===== config.mk =====
export PLATFORM = sky130hd
export DESIGN_NAME = adc_serial_slave
export DESIGN_NICKNAME = d
export VERILOG_FILES = /design/src/rtl/adcsl_pkg.sv /design/src/rtl/adcsl_conv_timer.sv /design/src/rtl/adcsl_result_fmt.sv /design/src/rtl/adcsl_frame.sv /design/src/rtl/adc_serial_slave.sv
export SDC_FILE = /design/constraint.sdc
export NUM_CORES = 1
export LEC_CHECK = 0
export BUFFER_PORTS_ARGS = -buffer_cell sky130_fd_sc_hd__buf_2
export CORE_MARGIN = 10
export CORE_UTILIZATION = 55
export CTS_BUF_LIST = sky130_fd_sc_hd__clkbuf_16
export DETAILED_ROUTE_END_ITERATION = 6
export PLACE_DENSITY = 0.75
export SLEW_MARGIN = 20
export SYNTH_ARGS = -nofsm -noshare
export SYNTH_HDL_FRONTEND = slang
export SYNTH_HIERARCHICAL = 1
export SYNTH_SLANG_ARGS = --single-unit

===== constraint.sdc =====
create_clock -name clk -period 6.8 [get_ports clk]
set_input_delay 0.68 -clock clk [delete_from_list [all_inputs] [get_ports clk]]
set_output_delay 0.68 -clock clk [all_outputs]
set_load 0.02 [all_outputs]

===== src/rtl/adcsl_pkg.sv =====
package adcsl_pkg;
  localparam int CODE_W = 24;
  localparam int CHAN_W = 5;
  localparam int CFG_W  = 8;
  localparam int WORD_W = 2 + CODE_W + CHAN_W + 1;

  typedef enum logic [1:0] {
    ST_CONV  = 2'd0,
    ST_SLEEP = 2'd1,
    ST_XFER  = 2'd2
  } state_e;

  typedef struct packed {
    logic       single;
    logic       odd;
    logic [2:0] mux;
  } chan_t;

  localparam chan_t CHAN_DEFAULT = '{single: 1'b0, odd: 1'b0, mux: 3'd0};
endpackage


===== src/rtl/adcsl_conv_timer.sv =====
module adcsl_conv_timer #(
  parameter int CONV_CYCLES = 64
) (
  input  logic clk,
  input  logic rst_n,
  input  logic start,
  input  logic take,
  output logic busy,
  output logic at_end
);
  localparam int CNT_W = $clog2(CONV_CYCLES + 1);
  localparam logic [CNT_W-1:0] LAST = CNT_W'(CONV_CYCLES - 1);

  logic [CNT_W-1:0] cnt_q;

  assign at_end = busy && (cnt_q == LAST);

  always_ff @(posedge clk) begin
    if (!rst_n) begin
      busy  <= 1'b1;
      cnt_q <= '0;
    end else if (start) begin
      busy  <= 1'b1;
      cnt_q <= '0;
    end else if (busy) begin
      if (take) begin
        busy <= 1'b0;
      end else if (cnt_q != LAST) begin
        cnt_q <= cnt_q + 1'b1;
      end
    end
  end
endmodule


===== src/rtl/adcsl_result_fmt.sv =====
module adcsl_result_fmt
  import adcsl_pkg::*;
#(
  parameter int FS_LIM = 1 << 22
) (
  input  logic [CODE_W-1:0] stim,
  input  chan_t             chan,
  output logic [WORD_W-1:0] word
);
  localparam logic [CODE_W-1:0] CODE_OVER  = {2'b11, {(CODE_W-2){1'b0}}};
  localparam logic [CODE_W-1:0] CODE_UNDER = {2'b00, {(CODE_W-2){1'b1}}};

  logic signed [CODE_W-1:0] s_val;
  logic [CODE_W-1:0]        code;
  logic [WORD_W-1:1]        upper;

  assign s_val = $signed(stim);

  always_comb begin
    if (s_val >= FS_LIM) begin
      code = CODE_OVER;
    end else if (s_val < -FS_LIM) begin
      code = CODE_UNDER;
    end else begin
      code = {~stim[CODE_W-1], stim[CODE_W-2:0]};
    end
  end

  assign upper = {2'b00, code, chan};
  assign word  = {upper, ^upper};
endmodule


===== src/rtl/adcsl_frame.sv =====
module adcsl_frame
  import adcsl_pkg::*;
(
  input  logic              clk,
  input  logic              rst_n,
  input  logic              active,
  input  logic              sel_n,
  input  logic              ser_clk,
  input  logic              ser_din,
  input  logic [WORD_W-1:0] word,
  output logic              bit_out,
  output logic              frame_done,
  output logic              cfg_commit,
  output chan_t             cfg_chan
);
  localparam int IDX_W  = $clog2(WORD_W);
  localparam int KEEP_W = CFG_W - 3;
  localparam logic [IDX_W-1:0] TOP_IDX = IDX_W'(WORD_W - 1);
  localparam logic [IDX_W-1:0] CFG_END = IDX_W'(CFG_W - 1);

  logic              clk_q;
  logic [IDX_W-1:0]  idx_q;
  logic [KEEP_W-1:0] cfg_sr;
  logic [KEEP_W:0]   cfg_full;
  logic              live, rise, fall;

  assign live = active && !sel_n;
  assign rise = live && ser_clk && !clk_q;
  assign fall = live && !ser_clk && clk_q;

  assign cfg_full   = {cfg_sr, ser_din};
  assign cfg_chan   = chan_t'(cfg_full[CHAN_W-1:0]);
  assign cfg_commit = rise && (idx_q == CFG_END) && cfg_full[KEEP_W];
  assign frame_done = fall && (idx_q == TOP_IDX);
  assign bit_out    = word[TOP_IDX - idx_q];

  always_ff @(posedge clk) begin
    if (!rst_n) begin
      clk_q <= 1'b0;
    end else begin
      clk_q <= ser_clk;
    end
  end

  always_ff @(posedge clk) begin
    if (!rst_n || !active) begin
      idx_q  <= '0;
      cfg_sr <= '0;
    end else begin
      if (fall) begin
        idx_q <= idx_q + 1'b1;
      end
      if (rise && (idx_q < CFG_END)) begin
        cfg_sr <= {cfg_sr[KEEP_W-2:0], ser_din};
      end
    end
  end
endmodule


===== src/rtl/adc_serial_slave.sv =====
module adc_serial_slave
  import adcsl_pkg::*;
#(
  parameter int CONV_CYCLES = 64,
  parameter int FS_LIM      = 1 << 22
) (
  input  logic              clk,
  input  logic              rst_n,
  input  logic              sel_n,
  input  logic              ser_clk,
  input  logic              ser_din,
  output logic              ser_dout,
  output logic              ser_dout_en,
  input  logic [CODE_W-1:0] stim_data,
  input  logic              stim_valid,
  output logic              stim_ready,
  output logic [CHAN_W-1:0] chan_addr
);
  state_e            state_q, state_d;
  chan_t             chan_act_q, conv_chan_q, cfg_chan;
  logic [WORD_W-1:0] result_q, word_fmt;
  logic              conv_busy, conv_at_end, take;
  logic              frame_done, cfg_commit, bit_out;

  assign take = stim_valid && conv_at_end;

  adcsl_conv_timer #(.CONV_CYCLES(CONV_CYCLES)) u_timer (
    .clk    (clk),
    .rst_n  (rst_n),
    .start  (frame_done),
    .take   (take),
    .busy   (conv_busy),
    .at_end (conv_at_end)
  );

  adcsl_result_fmt #(.FS_LIM(FS_LIM)) u_fmt (
    .stim (stim_data),
    .chan (conv_chan_q),
    .word (word_fmt)
  );

  adcsl_frame u_frame (
    .clk        (clk),
    .rst_n      (rst_n),
    .active     (state_q == ST_XFER),
    .sel_n      (sel_n),
    .ser_clk    (ser_clk),
    .ser_din    (ser_din),
    .word       (result_q),
    .bit_out    (bit_out),
    .frame_done (frame_done),
    .cfg_commit (cfg_commit),
    .cfg_chan   (cfg_chan)
  );

  always_comb begin
    state_d = state_q;
    unique case (state_q)
      ST_CONV:  if (take) state_d = ST_SLEEP;
      ST_SLEEP: if (!sel_n) state_d = ST_XFER;
      ST_XFER: begin
        if (sel_n) state_d = ST_SLEEP;
        else if (frame_done) state_d = ST_CONV;
      end
      default:  state_d = ST_CONV;
    endcase
  end

  always_ff @(posedge clk) begin
    if (!rst_n) begin
      state_q     <= ST_CONV;
      chan_act_q  <= CHAN_DEFAULT;
      conv_chan_q <= CHAN_DEFAULT;
      result_q    <= '0;
    end else begin
      state_q <= state_d;
      if (take) result_q <= word_fmt;
      if (cfg_commit) chan_act_q <= cfg_chan;
      if (frame_done) conv_chan_q <= chan_act_q;
    end
  end

  always_comb begin
    ser_dout = 1'b0;
    if (!sel_n) begin
      unique case (state_q)
        ST_CONV:  ser_dout = 1'b1;
        ST_XFER:  ser_dout = bit_out;
        default:  ser_dout = 1'b0;
      endcase
    end
  end

  assign ser_dout_en = !sel_n;
  assign stim_ready  = conv_at_end;
  assign chan_addr   = chan_act_q;
endmodule


# Yosys cells after proc, flatten, opt, wreduce, memory -nomap -nowiden
# Cells that the tools add are included.
# word_totals
reg_bits	61
wordCells	67
# classes
add_sub_neg	3
magnitude_cmp	4
eq_ne	9
muxes	13
bitwise	3
n_reduce_logical	22
# ops
cell	count
24-bit two-way mux	2
31-bit parity	1
24-bit >= comparator (second input constant)	1
24-bit by 23-bit less-than comparator with 1-bit output (second input constant)	1
1-bit logical AND	11
2-bit two-way mux	4
7-bit by 1-bit adder with 7-bit output (second input constant)	1
7-bit by 6-bit equality test with 1-bit output (second input constant)	1
7-bit by 6-bit != test with 1-bit output (second input constant)	1
5-bit by 6-bit less-than comparator with 1-bit output (second input constant)	1
2-bit case mux with 3 select lines	1
3-bit AND reduction	2
5-bit by 1-bit adder with 5-bit output (second input constant)	1
1-bit binary-select mux with 5-bit select	1
5-bit by 3-bit equality test with 1-bit output (second input constant)	1
5-bit equality test (second input constant)	1
1-bit zero test	5
5-bit by 3-bit less-than comparator with 1-bit output (second input constant)	1
5-bit subtractor (first input constant)	1
1-bit two-way mux	4
2-bit != test (second input constant)	2
3-bit != test (second input constant)	1
1-bit NOT	3
2-bit by 1-bit equality test with 1-bit output (second input constant)	1
other kinds (5)	5

# Depth between registers and ports, before layout
# depth
depth_word	8
mapped_depth	11
mapped_depth_nobuf	9

# Modules after synthesis
# The synthesis kept the hierarchy.
# modules_own_cells
module	n_inst	cells_per_inst	area_each_um2	seq_area_each_um2
adc_serial_slave	1	193	1851.8	880.8
adcsl_frame	1	97	834.6	220.2
adcsl_result_fmt	1	66	574.3	0.0
adcsl_conv_timer	1	42	375.4	160.2

# Worst setup path after synthesis
# OpenSTA, ideal clock, no wires.
# synth_timing
kind	reg2reg
startpoint	reg u_timer.cnt_q[0]
endpoint	reg u_timer.cnt_q[0]
setup_ns	0.116
arrival_ns	2.217
t_required_ns	6.684
path_slack_ns	4.467
path_stages_with_launch	12
path_cell_list	dfxtp_1 > ha_1 > nand3_2 > nor3_1 > and2_1 > buf_4 > buf_2 > and2_1 > and2b_2 > o31ai_4 > xor2_1 > nor2_1
# synth_via
elab_chain_len	5
elab_cells_between_ends	7
cone_classes	1 x add/sub; 2 x eq/ne; 1 x bitwise; 3 x reduce/logical
# synth_rtl
element	line	source
from (decl)	adcsl_conv_timer.sv:14	logic [CNT_W-1:0] cnt_q;
from (signal assigned)	adcsl_conv_timer.sv:29	cnt_q <= cnt_q + 1'b1;
7-bit by 6-bit equality test with 1-bit output	adcsl_conv_timer.sv:16	assign at_end = busy && (cnt_q == LAST);
1-bit logical AND	adcsl_conv_timer.sv:16	
named net stim_ready	adc_serial_slave.sv:16	output logic stim_ready,
1-bit logical AND	adc_serial_slave.sv:25	assign take = stim_valid && conv_at_end;
named net take	adc_serial_slave.sv:22	logic conv_busy, conv_at_end, take;
1-bit NOT (no line)	--	
3-bit AND reduction (no line)	--	
# The timed path passes the listed nets, and every way through them passes these cells.
# A chain may end at the register's enable or synchronous reset.

# Worst setup path in the final report
# layout_timing
startpoint	reg u_timer.cnt_q[0]
endpoint	out stim_ready
# layout_via
elab_chain_len	2
# layout_rtl
element	line
7-bit by 6-bit equality test with 1-bit output	adcsl_conv_timer.sv:16
1-bit logical AND	adcsl_conv_timer.sv:16
to (decl)	adc_serial_slave.sv:16
# Every way passes these cells.

==> reports/metrics.yaml <==
antenna_found_initial: 0
seq_area_frac_synth_pct: 34.7
synth_edf_count: 0
diodes: 0
core-area_sq_um: 6390
regToRegEndpoint: "u_timer/cnt_q[0]$_SDFFE_PP0P_"
cts_post_setup_buffers_inserted: 0
grtUsageMet2_pct: 24.3
grt.busiest_layer: "met2"
power.share.clock_pct: 46.1
grt_usage_pct: 14.1
timing.clock.skew_ps: 2.90
actual_transition_at_the_worst_max_transition_pin_ps: 653
ys_warn_count: 6
worst_hold_path_type: "reg2reg"
route.detailed.wl_per_inst_microns: 14.5
mappedNetlistArea_sq_um: 3640
fill_cell_count: 554
dpl.cell_count: 472
areaGrowthSynthToFinish_pct: 8.29
final.hold.worst_slack_ps: 484
cts_root_buffer: "clkbuf_16"
clock_tree.htree_level_count: 3
finish.net_count: 439
min_period_over_period_pct: 42.5
antenna_left: 0
power_switching_share_pct: 23.3
ir_drop_mv: 0.215
critPathMaxFanout: 67
clock_path_buffers: 2
crit_required_ps: 6120
p_seq_share_pct: 43.8
ff2ff_path_depth: 9
grt_first_pass_wirelength_microns: 11900
total_leakage_power_nw: 1.41
fmax_ghz: 0.346
overflow: 0
net_switching_power_mw: 0.199
drc: 0
worstSetupEndpointType: "primary output"
syn-mean-instance-area_sq_um: 9.14
port_buffers: 37
postSynthRegisterBits: 63
ff2ff_setup_slack_ps: 4270
floorplan.io_pins: 38
synth.lib_cells_used.distinct: 44
post_cts.resized_instances: 0
holdBufCountCts: 0
grt_setup_unrepaired: "no"
timing.critical_path.arrival_ps: 2210
final_setup_viols: 0
critical_path.startpoint_type: "register"
place_congestion: 0.788
floorplan.initialDensity_pct: 56.9
routed_wirelength_microns: 7040
run_status: "complete, no violations"
drt_pass1_iterations: 4
drive_above_1_share_pct: 23.4
tritoncts_num_sinks: 63
placement_rows: 29
clkLatencyLatePin_ps: 320
first_global_vias: 2607
timing.setup.tns_ps: 0
grt_start_max_net_pins: 68
clk_pin_slew_worst_paths_ps: 50
setup.worst_path.class: "reg2out"
synth-async-reset-ratio_pct: 0
power.density_cell_area_nw_per_um2: 216
via_count: 2681
hold_path.startpoint: "u_timer/cnt_q[5]$_SDFFE_PP0P_"
groute.layer.met3.usage_pct: 4.97
groute.layer.met1.usage_pct: 16.1
timing_max_transition_violations_final: 0
viasPerCell: 5.51
fin_crit_ps: 2890
layout.area.seq_sq_um: 1260
cts-buffers-inserted: 9
layout_common_cells: "62 x dfxtp_1, 44 x nand3_1, 40 x a21oi_1"
post-dp-hpwl_microns: 4960
p_int_mw: 0.653
final_hold_viol_count: 0
die_h_microns: 101
holdPathStages: 2
dr.first_iter.drc_count: 117
dieArea_sq_um: 10300
dieWidth_microns: 101
clock_tree_from_tritoncts: "built"
power.share.combinational_pct: 10.0
r2r_start: "u_timer/cnt_q[0]$_SDFFE_PP0P_"
cap_viol_max_count: 0
worstHoldEndpoint: "u_timer/cnt_q[5]$_SDFFE_PP0P_"
timing.max_slew.rel_slack_pct: 56.4
commonest_non_fill_non_tap_cell_in_the_layout: "dfxtp_1"
multiInputGateArea_sq_um: 2100
dominantRegCellSynth: "dfxtp_1"
instances_no_fill: 487
synthCells: 398
worst max path at each step:
| stage | end | slack, ps | from | cells past startpoint |
|---|---|---|---|---|
| 3_5_place_dp | stim_ready | 3910 | u_timer/cnt_q[0]$_SDFFE_PP0P_ | 5 |
| 6_report | stim_ready | 3910 | u_timer/cnt_q[0]$_SDFFE_PP0P_ | 5 |
| 5_1_grt | stim_ready | 3640 | u_timer/cnt_q[0]$_SDFFE_PP0P_ | 5 |
| 3_3_place_gp | stim_ready | 3960 | u_timer/cnt_q[0]$_SDFFE_PP0P_ | 5 |
| 2_1_floorplan | u_timer/cnt_q[0]$_SDFFE_PP0P_ | 4470 | u_timer/cnt_q[0]$_SDFFE_PP0P_ | 11 |
| 4_1_cts | stim_ready | 3560 | u_timer/cnt_q[0]$_SDFFE_PP0P_ | 5 |
worst max-delay path, stage by stage, from the launching register on:
cell and delay (ps):
dfxtp_1 380, ha_1 220, nand3_2 150, nor3_1 230, and2_4 610, buf_2 290
power by group through the flow:
| stage | sequential, mW | clock [mW] | combinational (mW) |
|---|---|---|---|
| after floorplan | 0.380 | 0 | 0.0665 |
| final | 0.373 | 0.393 | 0.0853 |
| after global routing | 0.373 | 0.419 | 0.0941 |
| after global placement | 0.381 | 0 | 0.0843 |
| after detailed placement | 0.381 | 0 | 0.0863 |
| after CTS | 0.373 | 0.402 | 0.0866 |
layout make-up:
| cell class | instances | area share, % |
|---|---|---|
| Clock buffer | 9 | 5.72 |
| Sequential cell | 63 | 32.1 |
| Timing Repair Buffer | 39 | 5.08 |
| Multi-Input combinational cell | 288 | 53.4 |
| Clock inverter | 6 | 0.763 |
| Tap cell | 77 | 2.45 |
| Inverter | 5 | 0.477 |
per-layer routing:
layer,vias to the layer above,wire length (microns)
li1,1397,-
met1,1246,3130
met2,30,3600
met3,8,224
met4,0,87
met5,-,0
through the flow:
step	cell area (sq um)	total power, mW	setup WS (ps)	util (%)
finish	3940	0.851	3910	61.7
global route	3940	0.886	3640	61.7
CTS	3940	0.862	3560	61.6
detailed placement	3680	0.467	3910	57.6
global placement	3680	0.465	3960	57.6
floorplan	3640	0.447	4470	-
registers in the layout, indices dropped and copies added (netlist names):
| name | cells |
|---|---|
| u_timer/busy | 1 |
| u_timer/cnt_q | 7 |
| conv_chan_q | 5 |
| state_q | 2 |
| chan_addr | 5 |
| u_frame/idx_q | 5 |
| u_frame/cfg_sr | 5 |
| u_frame/clk_q | 1 |
| result_q | 32 |
cell families (layout without fill, tap and decap cells):
family,after synthesis,count (layout),synth area share (%)
compound gates,85,85,17.4
xor+xnor,30,30,7.81
fa+ha+maj,26,26,7.40
buf+inv,48,59,7.60
flops,63,63,34.7
mux,33,33,9.08
other cells,1,2,0.103
simple gates,112,112,15.9
Yosys cell counts, types with 8 or more instances:
cell type | count | area share [%]
a21bo_2 | 32 | 8.8
a21oi_1 | 40 | 5.5
buf_2 | 8 | 1.1
buf_4 | 19 | 3.9
clkbuf_1 | 11 | 1.1
dfxtp_1 | 63 | 35
maj3_1 | 22 | 6.1
mux2i_1 | 33 | 9.1
nand2_1 | 9 | 0.93
nand3_1 | 44 | 6.1
nor2_1 | 27 | 2.8
xnor2_1 | 23 | 5.5
(Power assumes the default switching activity.)
